$ cat config.mk
export PLATFORM = sky130hd
export DESIGN_NAME = txr_ring_tx
export DESIGN_NICKNAME = d
export VERILOG_FILES = /design/src/rtl/txr_pkg.sv /design/src/rtl/txr_desc_store.sv /design/src/rtl/txr_ctrl.sv /design/src/rtl/txr_ring_tx.sv
export SDC_FILE = /design/constraint.sdc
export NUM_CORES = 1
export LEC_CHECK = 0
export BUFFER_PORTS_ARGS = -buffer_cell sky130_fd_sc_hd__buf_2
export CORE_MARGIN = 4
export CORE_UTILIZATION = 50
export DETAILED_ROUTE_END_ITERATION = 6
export PLACE_DENSITY = 0.8
export SLEW_MARGIN = 20
export SYNTH_ARGS = -nofsm -noshare
export SYNTH_HDL_FRONTEND = slang
export SYNTH_HIERARCHICAL = 1
export SYNTH_SLANG_ARGS = --single-unit
$ cat constraint.sdc
create_clock -name clk -period 3 [get_ports clk]
set_input_delay 0.15 -clock clk [delete_from_list [all_inputs] [get_ports clk]]
set_output_delay 0.15 -clock clk [all_outputs]
set_load 0.02 [all_outputs]
$ cat src/rtl/txr_pkg.sv
package txr_pkg;
  typedef enum logic [2:0] {
    ST_IDLE,
    ST_CHECK,
    ST_SEND,
    ST_HALT,
    ST_SKIP
  } txr_state_e;
endpackage

$ cat src/rtl/txr_desc_store.sv
module txr_desc_store #(
  parameter int RING = 8,
  parameter int IW   = 3,
  parameter int DW   = 27
) (
  input  logic          clk,
  input  logic          rst_n,
  input  logic          sw_we,
  input  logic [IW-1:0] sw_idx,
  input  logic [DW-1:0] sw_wdata,
  output logic [DW-1:0] sw_rdata,
  input  logic [IW-1:0] cur_idx,
  input  logic          clr_en,
  output logic [DW-1:0] cur_desc
);
  logic [DW-1:0] ent [RING];

  for (genvar i = 0; i < RING; i++) begin : g_ent
    logic [DW-1:0] q;
    always_ff @(posedge clk) begin
      if (!rst_n) begin
        q <= '0;
      end else if (sw_we && sw_idx == IW'(i)) begin
        q <= sw_wdata;
      end else if (clr_en && cur_idx == IW'(i)) begin
        q[DW-1] <= 1'b0;
      end
    end
    assign ent[i] = q;
  end

  assign sw_rdata = ent[sw_idx];
  assign cur_desc = ent[cur_idx];

  AST_RELEASE_OWNED: assert property (@(posedge clk) disable iff (!rst_n)
    clr_en |-> cur_desc[DW-1]);
endmodule

$ cat src/rtl/txr_ctrl.sv
module txr_ctrl
  import txr_pkg::*;
#(
  parameter int RING = 8,
  parameter int IW   = 3,
  parameter int AW   = 16,
  parameter int LW   = 8,
  parameter int DW   = 3 + AW + LW
) (
  input  logic          clk,
  input  logic          rst_n,
  input  logic          cts,
  input  logic          tx_ready,
  input  logic          ctl_start,
  input  logic          ctl_poll,
  input  logic          cur_load,
  input  logic [IW-1:0] cur_val,
  input  logic [DW-1:0] cur_desc,
  output logic [IW-1:0] cur_idx,
  output logic          clr_en,
  output logic          tx_valid,
  output logic          tx_last,
  output logic [AW-1:0] byte_addr,
  output logic          aborted
);
  txr_state_e    st_q, st_d;
  logic [IW-1:0] cur_q, cur_d, cur_nxt;
  logic [LW-1:0] off_q, off_d;
  logic          ab_q, ab_d;

  logic          d_own, d_sop, d_eop, at_end, restart;
  logic [AW-1:0] d_ptr;
  logic [LW-1:0] d_len;

  assign d_own   = cur_desc[DW-1];
  assign d_sop   = cur_desc[DW-2];
  assign d_eop   = cur_desc[DW-3];
  assign d_ptr   = cur_desc[LW +: AW];
  assign d_len   = cur_desc[LW-1:0];
  assign at_end  = (off_q == d_len);
  assign restart = ctl_start && ctl_poll;
  assign cur_nxt = (cur_q == IW'(RING - 1)) ? '0 : cur_q + 1'b1;

  always_comb begin
    st_d   = st_q;
    cur_d  = cur_q;
    off_d  = off_q;
    ab_d   = ab_q;
    clr_en = 1'b0;
    case (st_q)
      ST_IDLE: begin
        if (cur_load) cur_d = cur_val;
        if (ctl_poll) st_d = ST_CHECK;
      end
      ST_CHECK: begin
        if (d_own) begin
          st_d  = ST_SEND;
          off_d = '0;
        end else begin
          st_d = ST_IDLE;
        end
      end
      ST_SEND: begin
        if (!cts) begin
          st_d = ST_HALT;
          ab_d = 1'b1;
        end else if (tx_ready) begin
          if (at_end) begin
            clr_en = 1'b1;
            cur_d  = cur_nxt;
            st_d   = ST_CHECK;
          end else begin
            off_d = off_q + 1'b1;
          end
        end
      end
      ST_HALT: begin
        if (cur_load) cur_d = cur_val;
        if (restart) begin
          ab_d = 1'b0;
          st_d = ST_SKIP;
        end
      end
      ST_SKIP: begin
        if (!d_own) begin
          st_d = ST_IDLE;
        end else if (d_sop) begin
          st_d  = ST_SEND;
          off_d = '0;
        end else begin
          clr_en = 1'b1;
          cur_d  = cur_nxt;
        end
      end
      default: st_d = ST_IDLE;
    endcase
  end

  always_ff @(posedge clk) begin
    if (!rst_n) begin
      st_q  <= ST_IDLE;
      cur_q <= '0;
      off_q <= '0;
      ab_q  <= 1'b0;
    end else begin
      st_q  <= st_d;
      cur_q <= cur_d;
      off_q <= off_d;
      ab_q  <= ab_d;
    end
  end

  assign cur_idx   = cur_q;
  assign aborted   = ab_q;
  assign tx_valid  = (st_q == ST_SEND) && cts;
  assign tx_last   = tx_valid && d_eop && at_end;
  assign byte_addr = d_ptr + AW'(off_q);

  AST_ABORT_ON_CTS_LOSS: assert property (@(posedge clk) disable iff (!rst_n)
    (st_q == ST_SEND && !cts) |=> (aborted && st_q == ST_HALT));
  AST_HALT_HOLDS: assert property (@(posedge clk) disable iff (!rst_n)
    (st_q == ST_HALT && !restart) |=> (st_q == ST_HALT));
  AST_BYTE_HELD: assert property (@(posedge clk) disable iff (!rst_n)
    (tx_valid && !tx_ready) |=> ($stable(off_q) && $stable(cur_q)));
  AST_RESTART_CLEARS: assert property (@(posedge clk) disable iff (!rst_n)
    (st_q == ST_HALT && restart) |=> (!aborted && st_q == ST_SKIP));
endmodule

$ cat src/rtl/txr_ring_tx.sv
module txr_ring_tx #(
  parameter int RING = 8,
  parameter int AW   = 16,
  parameter int LW   = 8,
  localparam int IW  = (RING > 1) ? $clog2(RING) : 1,
  localparam int DW  = 3 + AW + LW
) (
  input  logic          clk,
  input  logic          rst_n,
  input  logic          sw_we,
  input  logic [IW-1:0] sw_idx,
  input  logic [DW-1:0] sw_wdata,
  output logic [DW-1:0] sw_rdata,
  input  logic          ctl_start,
  input  logic          ctl_poll,
  input  logic          cur_load,
  input  logic [IW-1:0] cur_val,
  output logic [AW-1:0] mem_addr,
  input  logic [7:0]    mem_data,
  input  logic          cts,
  output logic          tx_valid,
  input  logic          tx_ready,
  output logic [7:0]    tx_data,
  output logic          tx_last,
  output logic [IW-1:0] stat_cur,
  output logic          stat_aborted
);
  logic [IW-1:0] cur_idx;
  logic          clr_en;
  logic [DW-1:0] cur_desc;

  txr_desc_store #(.RING(RING), .IW(IW), .DW(DW)) store_i (
    .clk      (clk),
    .rst_n    (rst_n),
    .sw_we    (sw_we),
    .sw_idx   (sw_idx),
    .sw_wdata (sw_wdata),
    .sw_rdata (sw_rdata),
    .cur_idx  (cur_idx),
    .clr_en   (clr_en),
    .cur_desc (cur_desc)
  );

  txr_ctrl #(.RING(RING), .IW(IW), .AW(AW), .LW(LW), .DW(DW)) ctrl_i (
    .clk       (clk),
    .rst_n     (rst_n),
    .cts       (cts),
    .tx_ready  (tx_ready),
    .ctl_start (ctl_start),
    .ctl_poll  (ctl_poll),
    .cur_load  (cur_load),
    .cur_val   (cur_val),
    .cur_desc  (cur_desc),
    .cur_idx   (cur_idx),
    .clr_en    (clr_en),
    .tx_valid  (tx_valid),
    .tx_last   (tx_last),
    .byte_addr (mem_addr),
    .aborted   (stat_aborted)
  );

  assign tx_data  = mem_data;
  assign stat_cur = cur_idx;
endmodule

==> results of run 1 <==
==> stage by stage <==
step	hold slack, ps	std cells
CTS	43.3	1813
floorplan	318	1374
global route	66.0	1815
finish	55.5	1815
global placement	300	1718
detailed placement	300	1718
==> Yosys cell counts, drive strengths merged (2+ instances only) <==
cell type | number | area (µm²)
a21boi | 212 | 1590
a21oi | 11 | 55.1
a2bb2oi | 2 | 17.5
a31oi | 9 | 56.3
and2 | 4 | 25.0
and3 | 7 | 43.8
and4b | 3 | 30.0
and4bb | 3 | 37.5
buf | 108 | 673
clkbuf | 39 | 148
dfxtp | 231 | 4620
ha | 11 | 138
inv | 8 | 30.0
mux2 | 54 | 638
mux2i | 2 | 20.0
mux4 | 108 | 2430
nand2 | 435 | 1630
nand2b | 4 | 25.0
nand3 | 13 | 70.1
nand3b | 2 | 15.0
nand4 | 6 | 43.8
nand4b | 3 | 45.0
nand4bb | 3 | 33.8
nor2 | 8 | 30.0
nor2b | 3 | 18.8
nor3 | 3 | 15.0
nor3b | 2 | 26.3
nor4 | 2 | 12.5
o2111ai | 6 | 52.6
o211ai | 2 | 15.0
o21ai | 15 | 75.1
o22ai | 3 | 18.8
o31a | 3 | 26.3
o31ai | 5 | 37.5
or2 | 2 | 12.5
or4 | 3 | 22.5
xnor2 | 19 | 166
xor2 | 4 | 35.0
==> final cells by class <==
cell class / count / share of cell area (%)
multi-input cells: 988 / 52.0
flip-flops and latches: 231 / 29.6
repair buffers: 208 / 10.4
clock buffers: 37 / 4.79
well taps: 335 / 2.67
clock inverters: 8 / 0.295
inverters: 8 / 0.192
==> report_power, final <==
group	switching [mW]	internal (mW)
Clock	1.27	1.73
Combinational	0.522	0.477
Sequential	0.0624	3.13
Total	1.85	5.34
==> cell families after synthesis <==
family | count (synthesis)
AO/OA/AOI/OAI | 279
XOR/XNOR | 23
adder cells (fa/ha/maj) | 12
buffers and inverters | 155
flip-flops | 231
multiplexers | 164
AND/OR/NAND/NOR | 510
==> state kept, by name, summed over array words and instances, names as in the netlist <==
name / count
ctrl_i/aborted: 1
store_i/g_ent.q: 216
ctrl_i/st_q: 3
ctrl_i/off_q: 8
ctrl_i/cur_idx: 3
==> final timing paths <==
path	from	endpoint	slack, ps	cells past startpoint
setup / recovery	ctrl_i/cur_idx[0]	mem_addr[12]	-510	11
hold / removal	rst_n	ctrl_i/off_q[1]	60	2
setup reg to reg	ctrl_i/cur_idx[0]	store_i/g_ent[0].q[26]	-110	16
hold reg to reg	store_i/g_ent[2].q[4]	store_i/g_ent[2].q[4]	470	2
==> metal layers <==
layer / wire length [µm] / global-route usage, % / share of wire (%) / up-vias
met2: 19200 / 44.1 / 48 / 613
met4: 1410 / 9.41 / 3.6 / 4
met1: 15200 / 34.4 / 38 / 5604
met5: 20 / 0 / 0.050 / -
met3: 3820 / 4.25 / 9.6 / 133
li1: - / - / - / 5008
==> worst register-to-register path, delay by kind of cell (launching register included) <==
| family | cells | cell delay (ps) |
|---|---|---|
| XOR/XNOR | 1 | 130 |
| flip-flops | 1 | 370 |
| AO/OA/AOI/OAI | 2 | 330 |
| buffers and inverters | 6 | 660 |
| multiplexers | 2 | 810 |
| AND/OR/NAND/NOR | 5 | 650 |
==> repair_timing <==
action / in CTS / in global routing
endpoints found under the hold margin: 210 / 0
cloned: 1 / 1
gates resized for setup: 80 / 29
pin swaps: 24 / 21
setup buffers: 23 / 5
hold buffers: 29 / 0
endpoints found under the setup margin: 24 / 32
==> metrics.cfg, run 1 <==
[setup_path]
crit_path_max_fanout = 4
crit_path_cell_trace = buf_12 > mux4_2 > mux2_4 > ha_4 > fa_2 > a21oi_4 > a2bb2oi_2 > a31oi_4 > nand3_2 > xnor2_2 > buf_4
crit_type = reg -> out
worst_ep_required_time_ps = 2850
crit_family = multiplexers
startpoint_type = flip-flop
arrival_ps = 3360
max_stage_delay_ps = 490
critPathCaptureType = output pin
cp_slowest_cell = mux4_2
crit_buf_inv = 2

[cells_and_area]
antenna-diode-count = 0
layout_commonest_cell = nand2_1
multi_input_area_um2 = 8160
syn_to_final_growth_pct = 19.1
fin_util_pct = 60.3
seq_area_um2 = 4630
nNetsFinal = 1523
design_area_um2 = 15700
num-fill-cells = 2037
drive_above_1_share_pct = 30.8
layout_common_cells = nand2_1 (430), dfxtp_1 (228), a21boi_1 (210)

[timing]
slew-limit-headroom_pct = 40.6
setup_viol = 22
rsz0062_at_grt = true
max_freq_mhz = 285
drv_slew = 0
finalHoldViolCount = 0
period_minus_slack_ps = 3510
setup_ws_ps = -507
fin_tns_setup_ps = -5630
fin_crit_sh_pct = 117
finClkSkew_ps = 19.5
tightestPinTransition_ps = 888

[min_path]
hp-class = in -> reg

[pwr]
power_density_nw_per_um2 = 459
vdd_ir_drop_max_uv = 392
finalPower_mw = 7.19
p_leak_nw = 5.78

[clocking]
cts_sinks = 231
htreeDepth = 1
root_buffer = clkbuf_16
insertion_delay_ps = 540
numCtsBuffers = 25
tritoncts = yes
clk_pin_slew_ps = 60
clockBufferDepth = 3

[placed_design]
gp_congestion = 0.864
place_area_um2 = 13900
io_buffers = 89
dp_hpwl_mm = 24.9
dp_slack_ps = -194

[synthesis]
synth-simple-area-share_pct = 16.6
synth-xor-area-share_pct = 1.53
synth_nets = 1435
synthCells = 1374
synth_async_sr_flop_share_pct = 0
avgSynthCellArea_um2 = 9.58
synthAdderAreaFrac_pct = 1.20
synth_top_family_by_area = multiplexers
yosysSeqAreaShare_pct = 35.1
synth.area.mux_share_pct = 23.5
yosys_most_used_dff = dfxtp_1
synth_area_um2 = 13200
synth_seq_cells = 231
yosysWarnings = 6
synth_edf_count = 0
synth.distinct_cells = 65
synth_compound_area_share_pct = 15.5

[route]
dr.pass1.iters = 5
drc = 0
drtAntennaViolNets = 0
wl_per_cell_um = 21.9
wirelength_mm = 39.7
num_vias = 11400
vias_per_cell = 6.26
dr.first_iter.drc_count = 1378

[status]
status = finished, violations left
violations = negative setup slack

[floorplan]
initial_utilization_pct = 50.6
dieArea_um2 = 29000
die_width_um = 170
ios = 106
coreArea_um2 = 26000
rows = 59
die_h_um = 170

[global_route]
grt_max_degree = 100
grt-ovfl-total = 0
grt_pass1_wl_mm = 61.0
grt_usage_pct = 26.2
antenna_found_initial = 2
grt_pass1_vias = 11200

[run]
maxCapViolations = 0

Note: power is estimated with default switching activity, not from simulation.
==> inputs of run 2 (changes only) <==
--- a/config.mk
+++ b/config.mk
@@ -5,7 +5,7 @@
 export SDC_FILE = /design/constraint.sdc
 export NUM_CORES = 1
 export LEC_CHECK = 0
-export BUFFER_PORTS_ARGS = -buffer_cell sky130_fd_sc_hd__buf_2
+export BUFFER_PORTS_ARGS = -buffer_cell sky130_fd_sc_hd__buf_4
 export CORE_MARGIN = 4
 export CORE_UTILIZATION = 50
 export DETAILED_ROUTE_END_ITERATION = 6
==> run 2 against run 1 <==
Global-route usage increased by 0.57 points. Clock power increased by 3%. Critical path depth decreased by 1. Largest power group unchanged. Sequential power about the same. Die area unchanged. Register-to-register slack got worse by 210 ps. Clock-buffer cell count decreased by 1. The run still ends with negative setup slack left. Critical endpoint unchanged.
==> metrics.cfg, run 2 (synthesis gave the netlist of run 1 again) <==
[status]
status = finished, violations left
violations = negative setup slack

[clocking]
clockBufferDepth = 3
cts_sinks = 231
root_buffer = clkbuf_16
htreeDepth = 1
clk_pin_slew_ps = 60
tritoncts = yes
numCtsBuffers = 25
insertion_delay_ps = 520

[setup_path]
arrival_ps = 3310
r2r_slack_ps = -320
startpoint_type = flip-flop
r2r-start = ctrl_i/cur_idx[1]
worst_r2r_endpoint = store_i/g_ent[3].q[26]
crit_path_cell_trace = buf_6 > mux4_2 > mux2_4 > fa_2 > a21oi_2 > a2bb2oi_2 > a31oi_4 > nand3_2 > xnor2_2 > buf_4
crit_type = reg -> out
crit_buf_inv = 2
worst_ep_required_time_ps = 2850
crit_path_max_fanout = 5
ff2ff_path_depth = 18
cp_slowest_cell = mux4_2
max_stage_delay_ps = 490
crit_family = multiplexers
critPathCaptureType = output pin

[timing]
setup_viol = 30
fin_crit_sh_pct = 115
finClkSkew_ps = 20.7
rsz0062_at_grt = true
drv_slew = 0
tightestPinTransition_ps = 803
period_minus_slack_ps = 3460
setup_ws_ps = -463
hold_ws_ps = 77.3
max_freq_mhz = 289
finalHoldViolCount = 0
slew-limit-headroom_pct = 46.5

[pwr]
seqPwrFrac_pct = 43.4
p_leak_nw = 5.93
power_density_nw_per_um2 = 454
vdd_ir_drop_max_uv = 400
p_sw_share_pct = 25.3
finalPower_mw = 7.36
p_sw_mw = 1.86
clockPowerShare_pct = 42.0
p_comb_share_pct = 14.7
intPower_mw = 5.50

[placed_design]
gp_congestion = 0.844
io_buffers = 89
dp_hpwl_mm = 24.9

[route]
num_vias = 11600
dr.first_iter.drc_count = 1404
drtAntennaViolNets = 0
vias_per_cell = 6.38
drc = 0
wl_per_cell_um = 22.7
dr.pass1.iters = 6
wirelength_mm = 41.3

[floorplan]
coreArea_um2 = 26000
die_h_um = 170
initial_utilization_pct = 50.6
ios = 106
rows = 59
dieArea_um2 = 29000
die_width_um = 170

[cells_and_area]
reg_top3 = store_i/g_ent.q x216, ctrl_i/off_q x8
largest_register_ffs = 216
layout_commonest_cell = nand2_1
seq_area_um2 = 4630
layout_common_cells = nand2_1 (429), dfxtp_1 (229), a21boi_1 (208)
nNetsFinal = 1533
antenna-diode-count = 0
drive_above_1_share_pct = 32.0
max_flop_register = store_i/g_ent.q
multi_input_area_um2 = 8300
syn_to_final_growth_pct = 23.3
num-fill-cells = 1910

[min_path]
holdPathStages = 4
holdPathEnd = ctrl_i/aborted
worstHoldStart = cts
hp-class = in -> reg

[global_route]
grt_usage_pct = 26.8
grt_pass1_wl_mm = 62.0
grt_pass1_vias = 11400
grt-ovfl-total = 0
grt_max_degree = 225
antenna_found_initial = 1

[run]
maxCapViolations = 0

[run 2: cell count changes in the layout (fill, tap and decap cells not counted), sizes merged]
cell      delta
clkinvlp     +1
clkbuf       -1
clkinv       -3
buf          +9
inv          -1
bufinv       +2
bufbuf       +1
[run 2: timing repair]
item,CTS,global route
buffers inserted,19,17
cloned,1,1
hold buffers,29,0
pin swaps,20,27
hold endpoints to repair,210,0
resized for setup,52,73
endpoints found under the setup margin,16,31
[run 2: worst min-delay path: stages]
cell and delay [ps]:
buf_4 130, nor2b_1 50, o21ai_0 130, a21oi_1 70
[run 2: power groups by stage]
| stage | combinational (mW) | sequential (mW) | clock (mW) |
|---|---|---|---|
| 6_report | 1.08 | 3.19 | 3.09 |
| 5_1_grt | 1.13 | 3.20 | 3.22 |
| 4_1_cts | 0.981 | 3.19 | 3.09 |
| 3_5_place_dp | 0.874 | 3.26 | 0 |
| 3_3_place_gp | 0.857 | 3.25 | 0 |
| 2_1_floorplan | 0.638 | 3.24 | 0 |
[run 2: worst max-delay path by stage]
stage          slack, ps               from  cells after the start      endpoint
3_3_place_gp        -170  ctrl_i/cur_idx[1]                     10  mem_addr[15]
3_5_place_dp        -200  ctrl_i/cur_idx[1]                     10  mem_addr[15]
5_1_grt             -550  ctrl_i/cur_idx[1]                     11  mem_addr[15]
2_1_floorplan        -10  ctrl_i/cur_idx[0]                     11  mem_addr[10]
4_1_cts             -420  ctrl_i/cur_idx[1]                     10  mem_addr[12]
6_report            -460  ctrl_i/cur_idx[1]                     10  mem_addr[12]
[run 2: area by class of cell]
cell class              count  share of cell area, %
clock buffers              36                   4.48
clock inverters             7                  0.555
inverters                   8                  0.185
multi-input cells         988                   51.1
flip-flops and latches    231                   28.6
well taps                 335                   2.58
repair buffers            218                   12.5
[run 2: routing by layer]
metal / wire [µm] / track usage, %
met2: 20300 / 45.7
met4: 1770 / 11.0
met5: 9 / 0
met1: 14900 / 33.6
met3: 4240 / 4.99
[run 2: through the flow]
step	cell area, µm²	setup WS (ps)	TNS [ps]	utilization (%)	cells
after detailed placement	14200	-195	-774	54.5	1717
after floorplan	13300	-12.7	-37.9	-	1374
after CTS	15700	-420	-4540	60.5	1808
after global placement	14200	-168	-493	54.5	1717
after global routing	16200	-554	-10490	62.4	1823
final	16200	-463	-8020	62.4	1823
